===== src/rtl/sg_pkg.sv =====
package sg_pkg;
   localparam logic [7:0] PFX0        = 8'h3D;
   localparam logic [7:0] PFX1        = 8'h2A;
   localparam logic [7:0] PFX2        = 8'h7F;
   localparam logic [7:0] OP_SW_ON    = 8'hA9;
   localparam logic [7:0] OP_SW_OFF   = 8'h9A;
   localparam logic [7:0] OP_MAP_ERA  = 8'hCF;
   localparam logic [7:0] OP_MAP_PROG = 8'hFC;
   localparam int         HDR_LEN     = 4;

   typedef enum logic [2:0] {
      CMD_NONE,
      CMD_SW_ON,
      CMD_SW_OFF,
      CMD_MAP_ERASE,
      CMD_MAP_PROG
   } cmd_e;
endpackage


===== src/rtl/sg_frame_rx.sv =====
module sg_frame_rx
   import sg_pkg::*;
#(
   parameter int NREG = 9
) (
   input  logic            clk,
   input  logic            rst_n,
   input  logic            cs_n,
   input  logic            byte_valid,
   input  logic [7:0]      byte_data,
   output cmd_e            cmd,
   output logic [NREG-1:0] stage
);
   localparam int MAXLEN = HDR_LEN + NREG;
   localparam int CNT_W  = $clog2(MAXLEN + 2);
   localparam logic [CNT_W-1:0] CNT_SAT  = CNT_W'(MAXLEN + 1);
   localparam logic [CNT_W-1:0] CNT_HDR  = CNT_W'(HDR_LEN);
   localparam logic [CNT_W-1:0] CNT_PROG = CNT_W'(MAXLEN);

   logic [CNT_W-1:0] cnt_q;
   logic             cs_n_q;
   logic [7:0]       hdr_q [HDR_LEN];
   logic             take;

   assign take = byte_valid && !cs_n;

   always_ff @(posedge clk or negedge rst_n) begin
      if (!rst_n) begin
         cnt_q  <= '0;
         cs_n_q <= 1'b1;
      end else begin
         cs_n_q <= cs_n;
         if (cs_n)
            cnt_q <= '0;
         else if (take && cnt_q != CNT_SAT)
            cnt_q <= cnt_q + CNT_W'(1);
      end
   end

   for (genvar h = 0; h < HDR_LEN; h++) begin : g_hdr
      always_ff @(posedge clk or negedge rst_n) begin
         if (!rst_n)
            hdr_q[h] <= '0;
         else if (take && cnt_q == CNT_W'(h))
            hdr_q[h] <= byte_data;
      end
   end

   for (genvar r = 0; r < NREG; r++) begin : g_stage
      always_ff @(posedge clk or negedge rst_n) begin
         if (!rst_n)
            stage[r] <= 1'b0;
         else if (take && cnt_q == CNT_W'(HDR_LEN + r))
            stage[r] <= |byte_data;
      end
   end

   logic cs_rise, prefix_ok;
   assign cs_rise   = cs_n && !cs_n_q;
   assign prefix_ok = hdr_q[0] == PFX0 && hdr_q[1] == PFX1 && hdr_q[2] == PFX2;

   always_comb begin
      cmd = CMD_NONE;
      if (cs_rise && prefix_ok) begin
         if (cnt_q == CNT_HDR) begin
            unique case (hdr_q[3])
               OP_SW_ON:   cmd = CMD_SW_ON;
               OP_SW_OFF:  cmd = CMD_SW_OFF;
               OP_MAP_ERA: cmd = CMD_MAP_ERASE;
               default:    cmd = CMD_NONE;
            endcase
         end else if (cnt_q == CNT_PROG && hdr_q[3] == OP_MAP_PROG) begin
            cmd = CMD_MAP_PROG;
         end
      end
   end
endmodule


===== src/rtl/sg_prot_state.sv =====
module sg_prot_state
   import sg_pkg::*;
#(
   parameter int WP_SYNC_STAGES = 2
) (
   input  logic clk,
   input  logic rst_n,
   input  cmd_e cmd,
   input  logic wp_n,
   input  logic erase_busy,
   output logic wp_lvl,
   output logic prot_enabled
);
   logic sw_q, hw_q;

   if (WP_SYNC_STAGES == 0) begin : g_nosync
      assign wp_lvl = ~wp_n;
   end else begin : g_sync
      logic [WP_SYNC_STAGES:0] chain;
      assign chain[0] = ~wp_n;
      for (genvar s = 0; s < WP_SYNC_STAGES; s++) begin : g_ff
         always_ff @(posedge clk or negedge rst_n) begin
            if (!rst_n) chain[s+1] <= 1'b0;
            else        chain[s+1] <= chain[s];
         end
      end
      assign wp_lvl = chain[WP_SYNC_STAGES];
   end

   always_ff @(posedge clk or negedge rst_n) begin
      if (!rst_n) begin
         sw_q <= 1'b0;
         hw_q <= 1'b0;
      end else begin
         if (cmd == CMD_SW_ON)       sw_q <= 1'b1;
         else if (cmd == CMD_SW_OFF) sw_q <= 1'b0;
         if (!erase_busy)            hw_q <= wp_lvl;
      end
   end

   assign prot_enabled = sw_q | hw_q;
endmodule


===== src/rtl/sg_region_map.sv =====
module sg_region_map
   import sg_pkg::*;
#(
   parameter int NUM_PAGES        = 2048,
   parameter int PAGES_PER_SECTOR = 256,
   parameter int SUB0_PAGES       = 8,
   parameter int NREG             = 9,
   parameter int PAGE_W           = 11
) (
   input  logic              clk,
   input  logic              rst_n,
   input  cmd_e              cmd,
   input  logic [NREG-1:0]   stage,
   input  logic [PAGE_W-1:0] target_page,
   input  logic              prot_enabled,
   output logic [NREG-1:0]   map_q,
   output logic              blocked
);
   localparam int SEC_SH = $clog2(PAGES_PER_SECTOR);
   localparam int SECT_W = PAGE_W - SEC_SH;
   localparam int IDX_W  = $clog2(NREG);
   localparam logic [PAGE_W-1:0] SUB0_L = PAGE_W'(SUB0_PAGES);

   always_ff @(posedge clk or negedge rst_n) begin
      if (!rst_n)                     map_q <= '0;
      else if (cmd == CMD_MAP_ERASE)  map_q <= '1;
      else if (cmd == CMD_MAP_PROG)   map_q <= stage;
   end

   logic [SECT_W-1:0] sector;
   logic [IDX_W-1:0]  idx;
   assign sector = target_page[PAGE_W-1:SEC_SH];

   always_comb begin
      if (sector == '0)
         idx = (target_page < SUB0_L) ? IDX_W'(0) : IDX_W'(1);
      else
         idx = IDX_W'(sector) + IDX_W'(1);
   end

   assign blocked = prot_enabled && map_q[idx];
endmodule


===== src/rtl/sector_guard.sv =====
module sector_guard
   import sg_pkg::*;
#(
   parameter int NUM_PAGES        = 2048,
   parameter int PAGES_PER_SECTOR = 256,
   parameter int SUB0_PAGES       = 8,
   parameter int WP_SYNC_STAGES   = 2,
   localparam int PAGE_W          = $clog2(NUM_PAGES),
   localparam int NREG            = NUM_PAGES / PAGES_PER_SECTOR + 1
) (
   input  logic              clk,
   input  logic              rst_n,
   input  logic              cs_n,
   input  logic              byte_valid,
   input  logic [7:0]        byte_data,
   input  logic              wp_n,
   input  logic              erase_busy,
   input  logic [PAGE_W-1:0] target_page,
   output logic              prot_enabled,
   output logic              blocked
);
   initial begin
      assert ((1 << PAGE_W) == NUM_PAGES)
         else $error("NUM_PAGES must be a power of two");
      assert ((1 << $clog2(PAGES_PER_SECTOR)) == PAGES_PER_SECTOR)
         else $error("PAGES_PER_SECTOR must be a power of two");
      assert (NUM_PAGES >= 2 * PAGES_PER_SECTOR)
         else $error("need at least two sectors");
      assert (SUB0_PAGES > 0 && SUB0_PAGES < PAGES_PER_SECTOR)
         else $error("SUB0_PAGES must split sector 0");
      assert (WP_SYNC_STAGES >= 0 && WP_SYNC_STAGES <= 4)
         else $error("WP_SYNC_STAGES out of range");
   end

   cmd_e            cmd;
   logic [NREG-1:0] stage;
   logic [NREG-1:0] map_q;
   logic            wp_lvl;

   sg_frame_rx #(.NREG(NREG)) u_rx (
      .clk(clk), .rst_n(rst_n), .cs_n(cs_n), .byte_valid(byte_valid),
      .byte_data(byte_data), .cmd(cmd), .stage(stage)
   );

   sg_prot_state #(.WP_SYNC_STAGES(WP_SYNC_STAGES)) u_state (
      .clk(clk), .rst_n(rst_n), .cmd(cmd), .wp_n(wp_n),
      .erase_busy(erase_busy), .wp_lvl(wp_lvl), .prot_enabled(prot_enabled)
   );

   sg_region_map #(
      .NUM_PAGES(NUM_PAGES), .PAGES_PER_SECTOR(PAGES_PER_SECTOR),
      .SUB0_PAGES(SUB0_PAGES), .NREG(NREG), .PAGE_W(PAGE_W)
   ) u_map (
      .clk(clk), .rst_n(rst_n), .cmd(cmd), .stage(stage),
      .target_page(target_page), .prot_enabled(prot_enabled),
      .map_q(map_q), .blocked(blocked)
   );
endmodule


===== config.mk =====
export PLATFORM = sky130hd
export DESIGN_NAME = sector_guard
export DESIGN_NICKNAME = d
export VERILOG_FILES = /design/src/rtl/sg_pkg.sv /design/src/rtl/sg_frame_rx.sv /design/src/rtl/sg_prot_state.sv /design/src/rtl/sg_region_map.sv /design/src/rtl/sector_guard.sv
export SDC_FILE = /design/constraint.sdc
export NUM_CORES = 1
export LEC_CHECK = 0
export ABC_AREA = 1
export BUFFER_PORTS_ARGS = -buffer_cell sky130_fd_sc_hd__buf_2
export CAP_MARGIN = 20
export CORE_UTILIZATION = 45
export CTS_BUF_LIST = sky130_fd_sc_hd__clkbuf_4 sky130_fd_sc_hd__clkbuf_8
export DETAILED_ROUTE_END_ITERATION = 8
export GPL_ROUTABILITY_DRIVEN = 0
export GPL_TIMING_DRIVEN = 0
export PLACE_DENSITY_LB_ADDON = 0.2
export SETUP_SLACK_MARGIN = 0.1
export SYNTH_ARGS = -nofsm -noshare
export SYNTH_HDL_FRONTEND = slang
export SYNTH_SLANG_ARGS = --single-unit

===== constraint.sdc =====
create_clock -name clk -period 1.81 [get_ports clk]
set_input_delay 0.362 -clock clk [delete_from_list [all_inputs] [get_ports clk]]
set_output_delay 0.362 -clock clk [all_outputs]
set_load 0.02 [all_outputs]

# [After elaboration in Yosys (flattened, before gate mapping)]
# Index checks and enable logic that the tools add are counted.
[classes] add_sub_neg=2 magnitude_cmp=2 n_eq_ne=25 mux=14 bitwise_logic=2 n_reduce_logical=29
[op_table] op="== test 8 bit, second input constant" count=4
[op_table] op="== test 4 bit, second input constant" count=6
[op_table] op="logical AND 1 bit" count=21
[op_table] op="two-way mux 9 bit" count=2
[op_table] op="== test 4 x 3 -> 1 bit, second input constant" count=4
[op_table] op="== test 8 x 6 -> 1 bit, second input constant" count=2
[op_table] op="two-way mux 4 bit" count=3
[op_table] op="< comparator 11 x 4 -> 1 bit, second input constant" count=1
[op_table] op="two-way mux 3 bit" count=3
[op_table] op="== test 4 x 2 -> 1 bit, second input constant" count=2
[op_table] op="== test 8 x 7 -> 1 bit, second input constant" count=1
[op_table] op="OR reduction 8 bit" count=1
[op_table] op="== test 3 x 2 -> 1 bit, second input constant" count=2
[op_table] op="case mux 2 bit (3 select lines)" count=1
[op_table] op="nonzero test 2 bit" count=3
[op_table] op="< comparator 4 x 5 -> 1 bit, second input constant" count=1
[op_table] op="adder 3 x 1 -> 4 bit, second input constant" count=1
[op_table] op="adder 4 x 1 -> 4 bit, second input constant" count=1
[op_table] op="binary-select mux 1 bit (select 4 bit)" count=1
[op_table] op="== test 4 x 1 -> 1 bit, second input constant" count=1
[op_table] op="zero test 4 bit" count=1
[op_table] op="two-way mux 1 bit" count=4
[op_table] op="inequality test 4 bit, second input constant" count=1
[op_table] op="== test 3 x 1 -> 1 bit, second input constant" count=1
[op_table] op="other kinds (5)" count=6
[totals] reg_bits=59 in_bits=25 output_inout_bits=2 elab_cells=94

# [Longest topological paths before layout]
# Gate-level depths: netlist of run 1.
[depth] ltp_word=8 mapped_depth=11 ltp_nobuf=11

# [By module]
# From an unflattened synthesis of run 1, not the netlist that was laid out.
[hier_totals] cells_unflattened=351 hier_area_um2=3011.6
[by_module_without_submodules] mod="sg_frame_rx" instances=1 cells_per_inst=256 area_per_inst_um2=2238.4 seq_area_each_um2=1152.4
[by_module_without_submodules] mod="sg_region_map" instances=1 cells_per_inst=79 area_per_inst_um2=623.1 seq_area_each_um2=225.2
[by_module_without_submodules] mod="sg_prot_state" instances=1 cells_per_inst=16 area_per_inst_um2=150.1 seq_area_each_um2=100.1

# [Worst setup path after synthesis of run 1]
# Ideal clock, no wire load.
[synth_timing] kind="input port to output port" startpoint="input port target_page[8]" endpoint="output port blocked" t_arrival_ns=1.405 required_time_ns=1.448 slack_ns=0.043 path_stages=10 n_path_buf=0 cell_sequence="inv_2 -> ha_1 -> a21oi_1 -> o21bai_1 -> nand2_1 -> nand3_1 -> nand3_1 -> nand3_1 -> nand2_1 -> inv_1"
[synth_via] elab_chain_len=6 elab_cells_between_ends=8 cone_classes="add/sub: 1; order compare: 1; mux: 4; reduce/logical: 2"
[synth_rtl] element="start: declaration" line_no="sector_guard.sv:18" text="input logic [PAGE_W-1:0] target_page,"
[synth_rtl] element="< comparator 11 x 4 -> 1 bit" line_no="sg_region_map.sv:36" text="idx = (target_page < SUB0_L) ? IDX_W'(0) : IDX_W'(1);"
[synth_rtl] element="two-way mux 1 bit" line_no="sg_region_map.sv:36"
[synth_rtl] element="two-way mux 4 bit *" line_no="sg_region_map.sv:35" text="if (sector == '0)"
[synth_rtl] element="binary-select mux 1 bit (select 4 bit) *" line_no="sg_region_map.sv:41" text="assign blocked = prot_enabled && map_q[idx];"
[synth_rtl] element="two-way mux 1 bit (not written as such) *" line_no="sg_region_map.sv:41"
[synth_rtl] element="logical AND 1 bit *" line_no="sg_region_map.sv:41"
[synth_rtl] element="end: declaration" line_no="sector_guard.sv:20" text="output logic blocked"
# Mark *: on every way between the ends. The rest lies on a longest branch, timed or not. The select of a mux whose other input is x is not followed.

# [Worst setup path after layout of run 1]
# Ends and elaborated chain as after synthesis.

==> qor.csv, run 1 <==
stage,metric,value,unit
detailed_routing,Post-route DRC,0,
pwr,NetSw,1.02,mW
placed_design,I/O Buffers,23,
layout,ANT cells,0,
clock_network,"Reg clk slew, reported paths",60,ps
floorplanning,Ports,27,
floorplanning,standard-cell rows,28,
logic_synthesis,Post-Syn Area,2850,um2
pwr,Total Power,3.41,mW
setup_path,Setup Crit Path Kind,in -> out,
floorplanning,Initial Utilization,47.4,%
layout,FF/Latch Area,1480,um2
setup_path,WP data arrival,1510,ps
pwr,Sw Share,30.1,%
timing,headroom to the max-slew limit,58.4,%
layout,Final Util,58.5,%
logic_synthesis,"Seq/Total Area, Yosys",51.8,%
run_status,failing checks,setup timing,
placed_design,Post-DP Area,3090,um2
logic_synthesis,area share of the largest cell type after synthesis,50.9,%
detailed_routing,"antenna viol nets, final",0,
setup_path,Crit path required time,1450,ps
detailed_routing,Avg WL per Cell,13.2,um
timing,Least-Margin Pin Slew,622,ps
layout,Fill cells,552,
pwr,PwrDens,967,nW/um2
detailed_routing,vias per inst,5.03,
clock_network,CTS tree,done,
floorplanning,core area,6030,um2
setup_path,Critical Path Source Type,primary input,
logic_synthesis,Netlist cell types,30,
min_path,worst hold path class,in -> async,
layout,layout net count,422,
timing,unrepaired setup endpoints after global routing,yes,
timing,Fmax,534,MHz
pwr,combinational share of power,16.6,%
detailed_routing,via count,2371,
timing,final setup vio count,1,
logic_synthesis,Mapped Avg Cell Area,8.22,um2
setup_path,CP max FO,5,
clock_network,total CTS buffers,9,
pwr,Lkg Pwr,1.74,nW
floorplanning,die area,6660,um2
layout,footprint of the multi-input gates,1340,um2
logic_synthesis,Synth Warn #,0,
logic_synthesis,Synth Instances,347,
global_routing,grt total ovfl,0,
global_routing,largest net degree at the start of global routing,38,
layout,final instance area,3520,um2
detailed_routing,DR iter-0 viols,111,
placed_design,DP HPWL,4280,um
clock_network,CTS max path bufs,2,
global_routing,GRT Total Usage,21.1,%
timing,Final Max Slew Viols,0,
timing,post-layout min period,1870,ps
global_routing,vias in the first global route,2211,
flow_run,Max-Cap Viols,0,
global_routing,first-pass GRT wire length,10300,um
logic_synthesis,Yosys top cell by area,dfrtp_1,
detailed_routing,final WL,6230,um
global_routing,initial antenna violation count,0,
floorplanning,Die Y,81.6,um
clock_network,clock sinks,59,
clock_network,later-pin clock latency in the skew report,340,ps
pwr,internal power,2.38,mW
setup_path,element type at the critical path end,output port,
floorplanning,Die Width,81.6,um
pwr,Clk pwr share,32.6,%
run_status,outcome,"finished, violations left",
clock_network,H-tree depth,3,
logic_synthesis,Synth area leaders,"dfrtp_1, nand2_1, o21ai_1, nand3_1, nor2_1",
clock_network,CTS root buf,clkbuf_8,
logic_synthesis,Post-Syn Nets,378,
timing,Final period util,103,%
pwr,sequential share of power,50.7,%
layout,fraction of layout cells with a size suffix above 1,25.3,%
logic_synthesis,register bit total from synthesis,59,
timing,Setup Skew,7.79,ps
timing,final hold vios,0,
detailed_routing,Initial DRT Pass Iterations,4,
pwr,"IR drop worst, VDD",0.000744,V
layout,P&R area growth vs syn,23.4,%
timing,worst setup margin,-63.0,ps
## sequential cells by signal (all words and copies together) (netlist names)
| name | count |
|---|---|
| u_rx.hdr_q | 32 |
| u_map.map_q | 9 |
| u_rx.stage | 9 |
| u_rx.cnt_q | 4 |
| u_rx.cs_n_q | 1 |
| u_state.g_sync.chain | 1 |
| u_state.hw_q | 1 |
| u_state.sw_q | 1 |
| u_state.wp_lvl | 1 |
## worst max-delay path, cell delays in order
cell and delay (ps):
buf_6 90, inv_4 40, ha_4 170, a21oi_4 130, o21bai_4 160, nand2_1 70, nand3_1 100, nand3_1 70
nand3_1 80, nand2_1 80, inv_2 60, buf_6 100
## repair_timing
item,CTS,global route
setup buffers,1,6
resized for setup,24,26
cloned,0,2
pin swaps,8,7
hold buffers,0,0
endpoints found under the setup margin,12,26
## through the flow
step	TNS [ps]	cells	hold WS (ps)	setup WS, ps
after floorplan	0	347	66.4	128
after global placement	-199	445	340	-199
after detailed placement	-262	446	346	-262
after CTS	-44.5	463	15.1	-44.5
after global routing	-152	471	39.0	-152
final	-63.0	471	8.50	-63.0
## placed cells by master, fill, tap and decap left out, drive strengths merged
cell	n
a31oi	1
ha	6
o21ai	37
clkinv	3
o22ai	1
inv	42
nor3	1
nand3b	5
clkinvlp	2
nand4	9
xor2	2
xnor2	1
o21bai	1
nor3b	1
nor2	41
nand3	30
or2	1
clkbuf	15
dfrtp	58
dfstp	1
nand2	92
buf	33
nor4	1
a21oi	12
## cells in the mapped netlist, drive strengths merged
master,count
a21oi,12
nand3,30
nor3,1
buf,1
inv,42
dfrtp,58
xor2,2
or2,1
nand4,9
o21bai,1
clkbuf,4
nand2,91
xnor2,1
a31oi,1
ha,6
nor4,1
nor3b,1
o22ai,1
dfstp,1
nor2,41
nand3b,5
o21ai,37
## power groups by stage
stage / Combinational [mW] / Sequential, mW / Clock [mW]
final: 0.566 / 1.73 / 1.11
after global routing: 0.654 / 1.75 / 1.20
after CTS: 0.539 / 1.72 / 1.14
after detailed placement: 0.514 / 1.74 / 0
after global placement: 0.486 / 1.73 / 0
after floorplan: 0.372 / 1.70 / 0
## per-layer routing
layer  up-vias  share of wire (%)  track usage (%)
met2        42                 51             35.7
met4         0                1.6             8.07
li1       1214                  -                -
met5         -                  0                0
met3         9                3.1             5.33
met1      1106                 45             25.8
## path summary, 6_finish.rpt
check / startpoint / endpoint / slack, ps / depth (start not counted)
min in group clk: cs_n / u_rx.cs_n_q$_DFF_PN1_ / 140 / 1
setup / recovery: target_page[8] / blocked / -60 / 12
setup reg to reg: u_rx.hdr_q[22]$_DFFE_PN0P_ / u_map.map_q[8]$_DFFE_PN0P_ / 150 / 9
max in group asynchronous: rst_n / u_rx.cs_n_q$_DFF_PN1_ / 1170 / 2
hold reg to reg: u_state.g_sync.chain[1]$_DFF_PN0_ / u_state.wp_lvl$_DFF_PN0_ / 360 / 0
hold / removal: rst_n / u_rx.cnt_q[0]$_DFFE_PN0P_ / 8 / 1
## final cells by class
cell class	instances	area share [%]
Buffer	5	0.924
Clock buffer	11	4.30
Clock inverter	5	1.07
Inverter	42	4.62
Multi-Input combinational cell	242	37.9
Sequential cell	59	42.0
Tap cell	75	2.66
Timing Repair Buffer	32	6.57
## logic make-up after synthesis
group           Yosys count  synth area share, %
xor+xnor                  3                0.921
buf+inv                  47                 6.44
compound gates           52                 9.29
simple gates            180                 28.9
flops                    59                 51.8
fa+ha+maj                 6                 2.63
Note: power is estimated with default switching activity, not from simulation.
==> run 2, diff against run 1 <==
CTS_CLUSTER_SIZE = 30   (was unset)
PLACE_DENSITY = 0.61   (was unset)
PLACE_DENSITY_LB_ADDON = unset   (was 0.2)
==> qor.csv, run 2 (synthesis results as in run 1) <==
stage,metric,value,unit
floorplanning,core area,6030,um2
detailed_routing,Avg WL per Cell,13.9,um
timing,Setup Skew,6.81,ps
floorplanning,Ports,27,
min_path,worst hold path class,in -> reg,
setup_path,WP data arrival,1460,ps
pwr,sequential share of power,46.8,%
pwr,Sw Share,27.6,%
clock_network,CTS max path bufs,2,
setup_path,most frequent CP cell,nand3_1,
pwr,NetSw,1.02,mW
setup_path,CP max FO,5,
timing,worst setup margin,-7.81,ps
pwr,PwrDens,1010,nW/um2
global_routing,first-pass GRT wire length,10500,um
layout,ANT cells,0,
timing,Final period util,100,%
layout,"commonest non-fill, non-tap cell in the layout",nand2_1,
pwr,Lkg Pwr,1.81,nW
global_routing,met2 Usage GRT,38.5,%
timing,unrepaired setup endpoints after global routing,yes,
global_routing,vias in the first global route,2302,
floorplanning,standard-cell rows,28,
floorplanning,die area,6660,um2
detailed_routing,Initial DRT Pass Iterations,4,
timing,Setup TNS,-7.81,ps
global_routing,GRT Total Usage,21.6,%
layout,Largest register FFs,32,
clock_network,total CTS buffers,9,
clock_network,later-pin clock latency in the skew report,340,ps
floorplanning,Die Y,81.6,um
layout,P&R area growth vs syn,28.5,%
layout,fin cells,475,
timing,Fmax,550,MHz
detailed_routing,Post-route DRC,0,
global_routing,largest net degree at the start of global routing,38,
run_status,failing checks,setup timing,
detailed_routing,vias per inst,5.07,
setup_path,Setup Crit Path Kind,in -> out,
setup_path,crit-path cells,buf_12 -> inv_8 -> ha_4 -> nand3_4 -> o21bai_4 -> nand2_1 -> nand3_1 -> nand3_1 -> nand3_1 -> nand2_1 -> inv_2 -> buf_6,
clock_network,"Reg clk slew, reported paths",70,ps
pwr,Total Power,3.69,mW
timing,final hold vios,0,
pwr,Clk pwr share,37.7,%
layout,footprint of the multi-input gates,1390,um2
pwr,combinational share of power,15.5,%
setup_path,Critical Path Source Type,primary input,
setup_path,CP peak stage delay,190,ps
clock_network,H-tree depth,3,
timing,Least-Margin Pin Slew,867,ps
timing,headroom to the max-slew limit,42.2,%
global_routing,initial antenna violation count,0,
timing,final setup vio count,1,
layout,"commonest cells after routing, fill and taps aside","nand2_1, dfrtp_1, o21ai_1, nor2_1, inv_1",
floorplanning,Initial Utilization,47.4,%
setup_path,Crit path required time,1450,ps
global_routing,grt total ovfl,0,
floorplanning,Die Width,81.6,um
detailed_routing,DR iter-0 viols,109,
setup_path,Worst path slowest cell,o21bai_4,
layout,fraction of layout cells with a size suffix above 1,27.3,%
placed_design,I/O Buffers,23,
setup_path,Worst Path Buf+Inv,4,
setup_path,cell family with most CP delay,simple AND/OR/NAND/NOR gates,
layout,Reg with most FFs,u_rx.hdr_q,
detailed_routing,"antenna viol nets, final",0,
global_routing,GR Layer Usage met1,24.3,%
clock_network,hold_buf cts,0,
timing,post-layout min period,1820,ps
layout,Fill cells,521,
layout,FF/Latch Area,1480,um2
detailed_routing,via count,2408,
layout,layout net count,426,
timing,Final Max Slew Viols,0,
clock_network,CTS tree,done,
placed_design,dpl ws,-235,ps
flow_run,Max-Cap Viols,0,
clock_network,CTS root buf,clkbuf_8,
pwr,internal power,2.67,mW
setup_path,element type at the critical path end,output port,
placed_design,DP HPWL,4450,um
global_routing,Top Usage Layer GRT,met2,
placed_design,Placed Cells incl. Taps,446,
layout,biggest regs,"u_rx.hdr_q (32), u_map.map_q (9), u_rx.stage (9)",
run_status,outcome,"finished, violations left",
global_routing,Global Route met3 Usage,7.33,%
clock_network,clock sinks,59,
detailed_routing,final WL,6590,um
pwr,"IR drop worst, VDD",0.000704,V
==> run 2: worst paths after layout <==
kind	slack, ps	from	cells after the start	end
min reg2reg	370	u_state.g_sync.chain[1]$_DFF_PN0_	0	u_state.wp_lvl$_DFF_PN0_
min in group asynchronous	140	rst_n	1	u_map.map_q[7]$_DFFE_PN0P_
min	130	cs_n	1	u_rx.cs_n_q$_DFF_PN1_
max reg2reg	150	u_rx.cnt_q[1]$_DFFE_PN0P_	8	u_map.map_q[5]$_DFFE_PN0P_
max	-8	target_page[8]	12	blocked
max in group asynchronous	1070	rst_n	2	u_rx.hdr_q[5]$_DFFE_PN0P_
==> run 2: repair_timing <==
item                                    in CTS  in global routing
setup buffers                                1                  8
gates cloned                                 1                  3
endpoints found under the setup margin      10                 38
endpoints found under the hold margin        0                  0
pin swaps                                   11                 23
resized for setup                           24                 44
==> run 2: power groups by stage <==
stage	Sequential, mW	Combinational (mW)	Clock, mW
after floorplan	1.70	0.372	0
after global placement	1.73	0.487	0
after detailed placement	1.74	0.514	0
after CTS	1.72	0.552	1.41
after global routing	1.76	0.660	1.48
final	1.73	0.574	1.39
==> run 2: stage by stage <==
stage / instance area, um2 / hold WS (ps) / utilization (%)
final: 3670 / 134 / 60.8
after global placement: 3070 / 335 / 50.9
after detailed placement: 3090 / 358 / 51.3
after floorplan: 2860 / 66.4 / -
after global routing: 3670 / 101 / 60.8
after CTS: 3430 / 119 / 57.0
==> run 2: worst reg2reg max path: stages (launching register included) <==
cell	delay, ps
dfrtp_1	430
inv_2	110
ha_4	160
nand3_2	100
nor4_4	340
nand2_4	150
buf_6	140
nand3_1	70
nand2_1	60
==> run 2: final cells by class <==
type	count	area share, %
flip-flops and latches	59	40.3
multi-input cells	244	38.0
repair buffers	34	7.41
inverters	42	4.57
clock buffers	12	4.33
well taps	75	2.56
clock inverters	4	1.98
plain buffers	5	0.819
==> run 2: layer usage <==
layer,wire length [um],up-vias
met5,0,-
met1,2830,1129
met4,91,0
met3,250,9
li1,-,1227
met2,3420,43
==> run 3, diff against run 2 <==
--- a/config.mk
+++ b/config.mk
@@ -17,4 +17,5 @@
 export PLACE_DENSITY = 0.61
 export SETUP_SLACK_MARGIN = 0.1
+export SLEW_MARGIN = 0
 export SYNTH_ARGS = -nofsm -noshare
 export SYNTH_HDL_FRONTEND = slang
==> constraint.sdc (replaced) <==
create_clock -name clk -period 1.81 [get_ports clk]
set_input_delay 0.181 -clock clk [delete_from_list [all_inputs] [get_ports clk]]
set_output_delay 0.181 -clock clk [all_outputs]
set_load 0.02 [all_outputs]
==> qor.csv, run 3 (synthesis results as in run 1) <==
stage,metric,value,unit
timing,Final period util,89.8,%
setup_path,cell family with most CP delay,simple AND/OR/NAND/NOR gates,
clock_network,H-tree depth,3,
timing,Fmax,615,MHz
pwr,"IR drop worst, VDD",0.000659,V
setup_path,Worst Path Buf+Inv,1,
timing,final setup vio count,0,
placed_design,DP HPWL,4260,um
timing,final hold vios,0,
timing,Setup TNS,0,ps
placed_design,I/O Buffers,23,
global_routing,GRT Total Usage,20.3,%
pwr,Lkg Pwr,1.72,nW
layout,P&R area growth vs syn,20.6,%
clock_network,total CTS buffers,9,
floorplanning,Ports,27,
detailed_routing,vias per inst,5.00,
floorplanning,core area,6030,um2
setup_path,CP max FO,10,
global_routing,vias in the first global route,2210,
global_routing,initial antenna violation count,0,
timing,post-layout min period,1620,ps
detailed_routing,Initial DRT Pass Iterations,5,
floorplanning,Die Y,81.6,um
layout,final instance area,3440,um2
layout,Largest register FFs,32,
placed_design,Post-DP Area,3080,um2
timing,unrepaired setup endpoints after global routing,yes,
layout,"commonest cells after routing, fill and taps aside","nand2_1, dfrtp_1, nor2_1, o21ai_1, inv_1",
min_path,worst hold path class,in -> reg,
timing,Final Max Slew Viols,0,
clock_network,CTS tree,done,
setup_path,element type at the critical path end,flop,
detailed_routing,final WL,5970,um
global_routing,grt total ovfl,0,
global_routing,largest net degree at the start of global routing,41,
layout,Fill cells,553,
layout,fraction of layout cells with a size suffix above 1,19.8,%
detailed_routing,highest routed layer,met4,
timing,headroom to the max-slew limit,56.1,%
pwr,PwrDens,1010,nW/um2
flow_run,Max-Cap Viols,0,
timing,Setup Skew,7.98,ps
clock_network,"Reg clk slew, reported paths",60,ps
floorplanning,standard-cell rows,28,
global_routing,first-pass GRT wire length,10000,um
floorplanning,Die Width,81.6,um
setup_path,Crit path required time,2030,ps
setup_path,crit-path cells,nand4_1 -> nand3b_1 -> nand2_1 -> nand4_4 -> buf_6 -> nand3_1 -> nand2_1,
detailed_routing,Avg WL per Cell,12.7,um
layout,ANT cells,0,
floorplanning,die area,6660,um2
layout,Reg with most FFs,u_rx.hdr_q,
layout,biggest regs,"u_rx.hdr_q (32), u_map.map_q (9), u_rx.stage (9)",
timing,Least-Margin Pin Slew,656,ps
detailed_routing,WL met2,3010,um
clock_network,CTS root buf,clkbuf_8,
detailed_routing,DR iter-0 viols,177,
layout,Final Util,57.1,%
detailed_routing,routed length on met3,249,um
floorplanning,Initial Utilization,47.4,%
detailed_routing,via count,2341,
detailed_routing,Post-route DRC,0,
clock_network,CTS max path bufs,2,
setup_path,Setup Crit Path Kind,reg -> reg,
detailed_routing,Metal-1 WL,2650,um
setup_path,WP data arrival,1840,ps
setup_path,Critical Path Source Type,flop,
layout,layout net count,420,
run_status,outcome,finished clean,
clock_network,later-pin clock latency in the skew report,330,ps
detailed_routing,"antenna viol nets, final",0,
layout,"commonest non-fill, non-tap cell in the layout",nand2_1,
clock_network,clock sinks,59,
setup_path,CP peak stage delay,380,ps
setup_path,most frequent CP cell,nand2_1,
setup_path,Worst path slowest cell,dfrtp_1,
-- run 3: metrics by stage --
stage / hold WS, ps / total power [mW] / setup WS (ps) / instances
after floorplan: -115 / 2.07 / 325 / 347
final: 37.4 / 3.46 / 185 / 468
after global placement: 304 / 2.22 / 71.3 / 445
after global routing: 28.7 / 3.68 / 68.3 / 468
after detailed placement: 160 / 2.24 / 48.6 / 446
after CTS: 26.9 / 3.47 / 101 / 465
-- run 3: final timing paths --
check | startpoint | to | slack (ps) | depth (start not counted)
max | u_rx.hdr_q[6]$_DFFE_PN0P_ | u_map.map_q[2]$_DFFE_PN0P_ | 190 | 7
min | erase_busy | u_state.hw_q$_DFFE_PN0N_ | 40 | 2
max reg2reg | u_rx.hdr_q[6]$_DFFE_PN0P_ | u_map.map_q[2]$_DFFE_PN0P_ | 190 | 7
min reg2reg | u_state.g_sync.chain[1]$_DFF_PN0_ | u_state.wp_lvl$_DFF_PN0_ | 350 | 0
max in group asynchronous | rst_n | u_rx.cs_n_q$_DFF_PN1_ | 840 | 3
min in group asynchronous | rst_n | u_map.map_q[7]$_DFFE_PN0P_ | 330 | 2
-- run 3: what timing repair did --
action,in CTS,in global routing
pin swaps,1,5
endpoints found under the setup margin,6,34
hold buffers,3,0
setup buffers,1,2
hold endpoints to repair,21,0
gates resized for setup,2,20
cloned,0,1
-- run 3: layer usage --
layer | vias to the layer above | GRT usage (%)
met5 | - | 0
li1 | 1210 | -
met1 | 1078 | 25.2
met3 | 8 | 5.33
met4 | 0 | 6.67
met2 | 45 | 34.3
-- run 3: power by group --
part           switching [mW]  total, mW  internal (mW)
logic                   0.307      0.534          0.227
clock network           0.474       1.21          0.732
registers               0.154       1.72           1.57
total                   0.935       3.46           2.53
-- run 3: area by class of cell --
cell class | instances | area [um2] | area share, %
sequential | 59 | 1480 | 42.9
multi-input combinational | 242 | 1280 | 37.2
clock inverter | 2 | 35.0 | 1.02
clock buffer | 13 | 166 | 4.83
buffer | 5 | 28.8 | 0.836
inverter | 42 | 158 | 4.58
timing repair buffer | 30 | 203 | 5.89
tap | 75 | 93.8 | 2.73
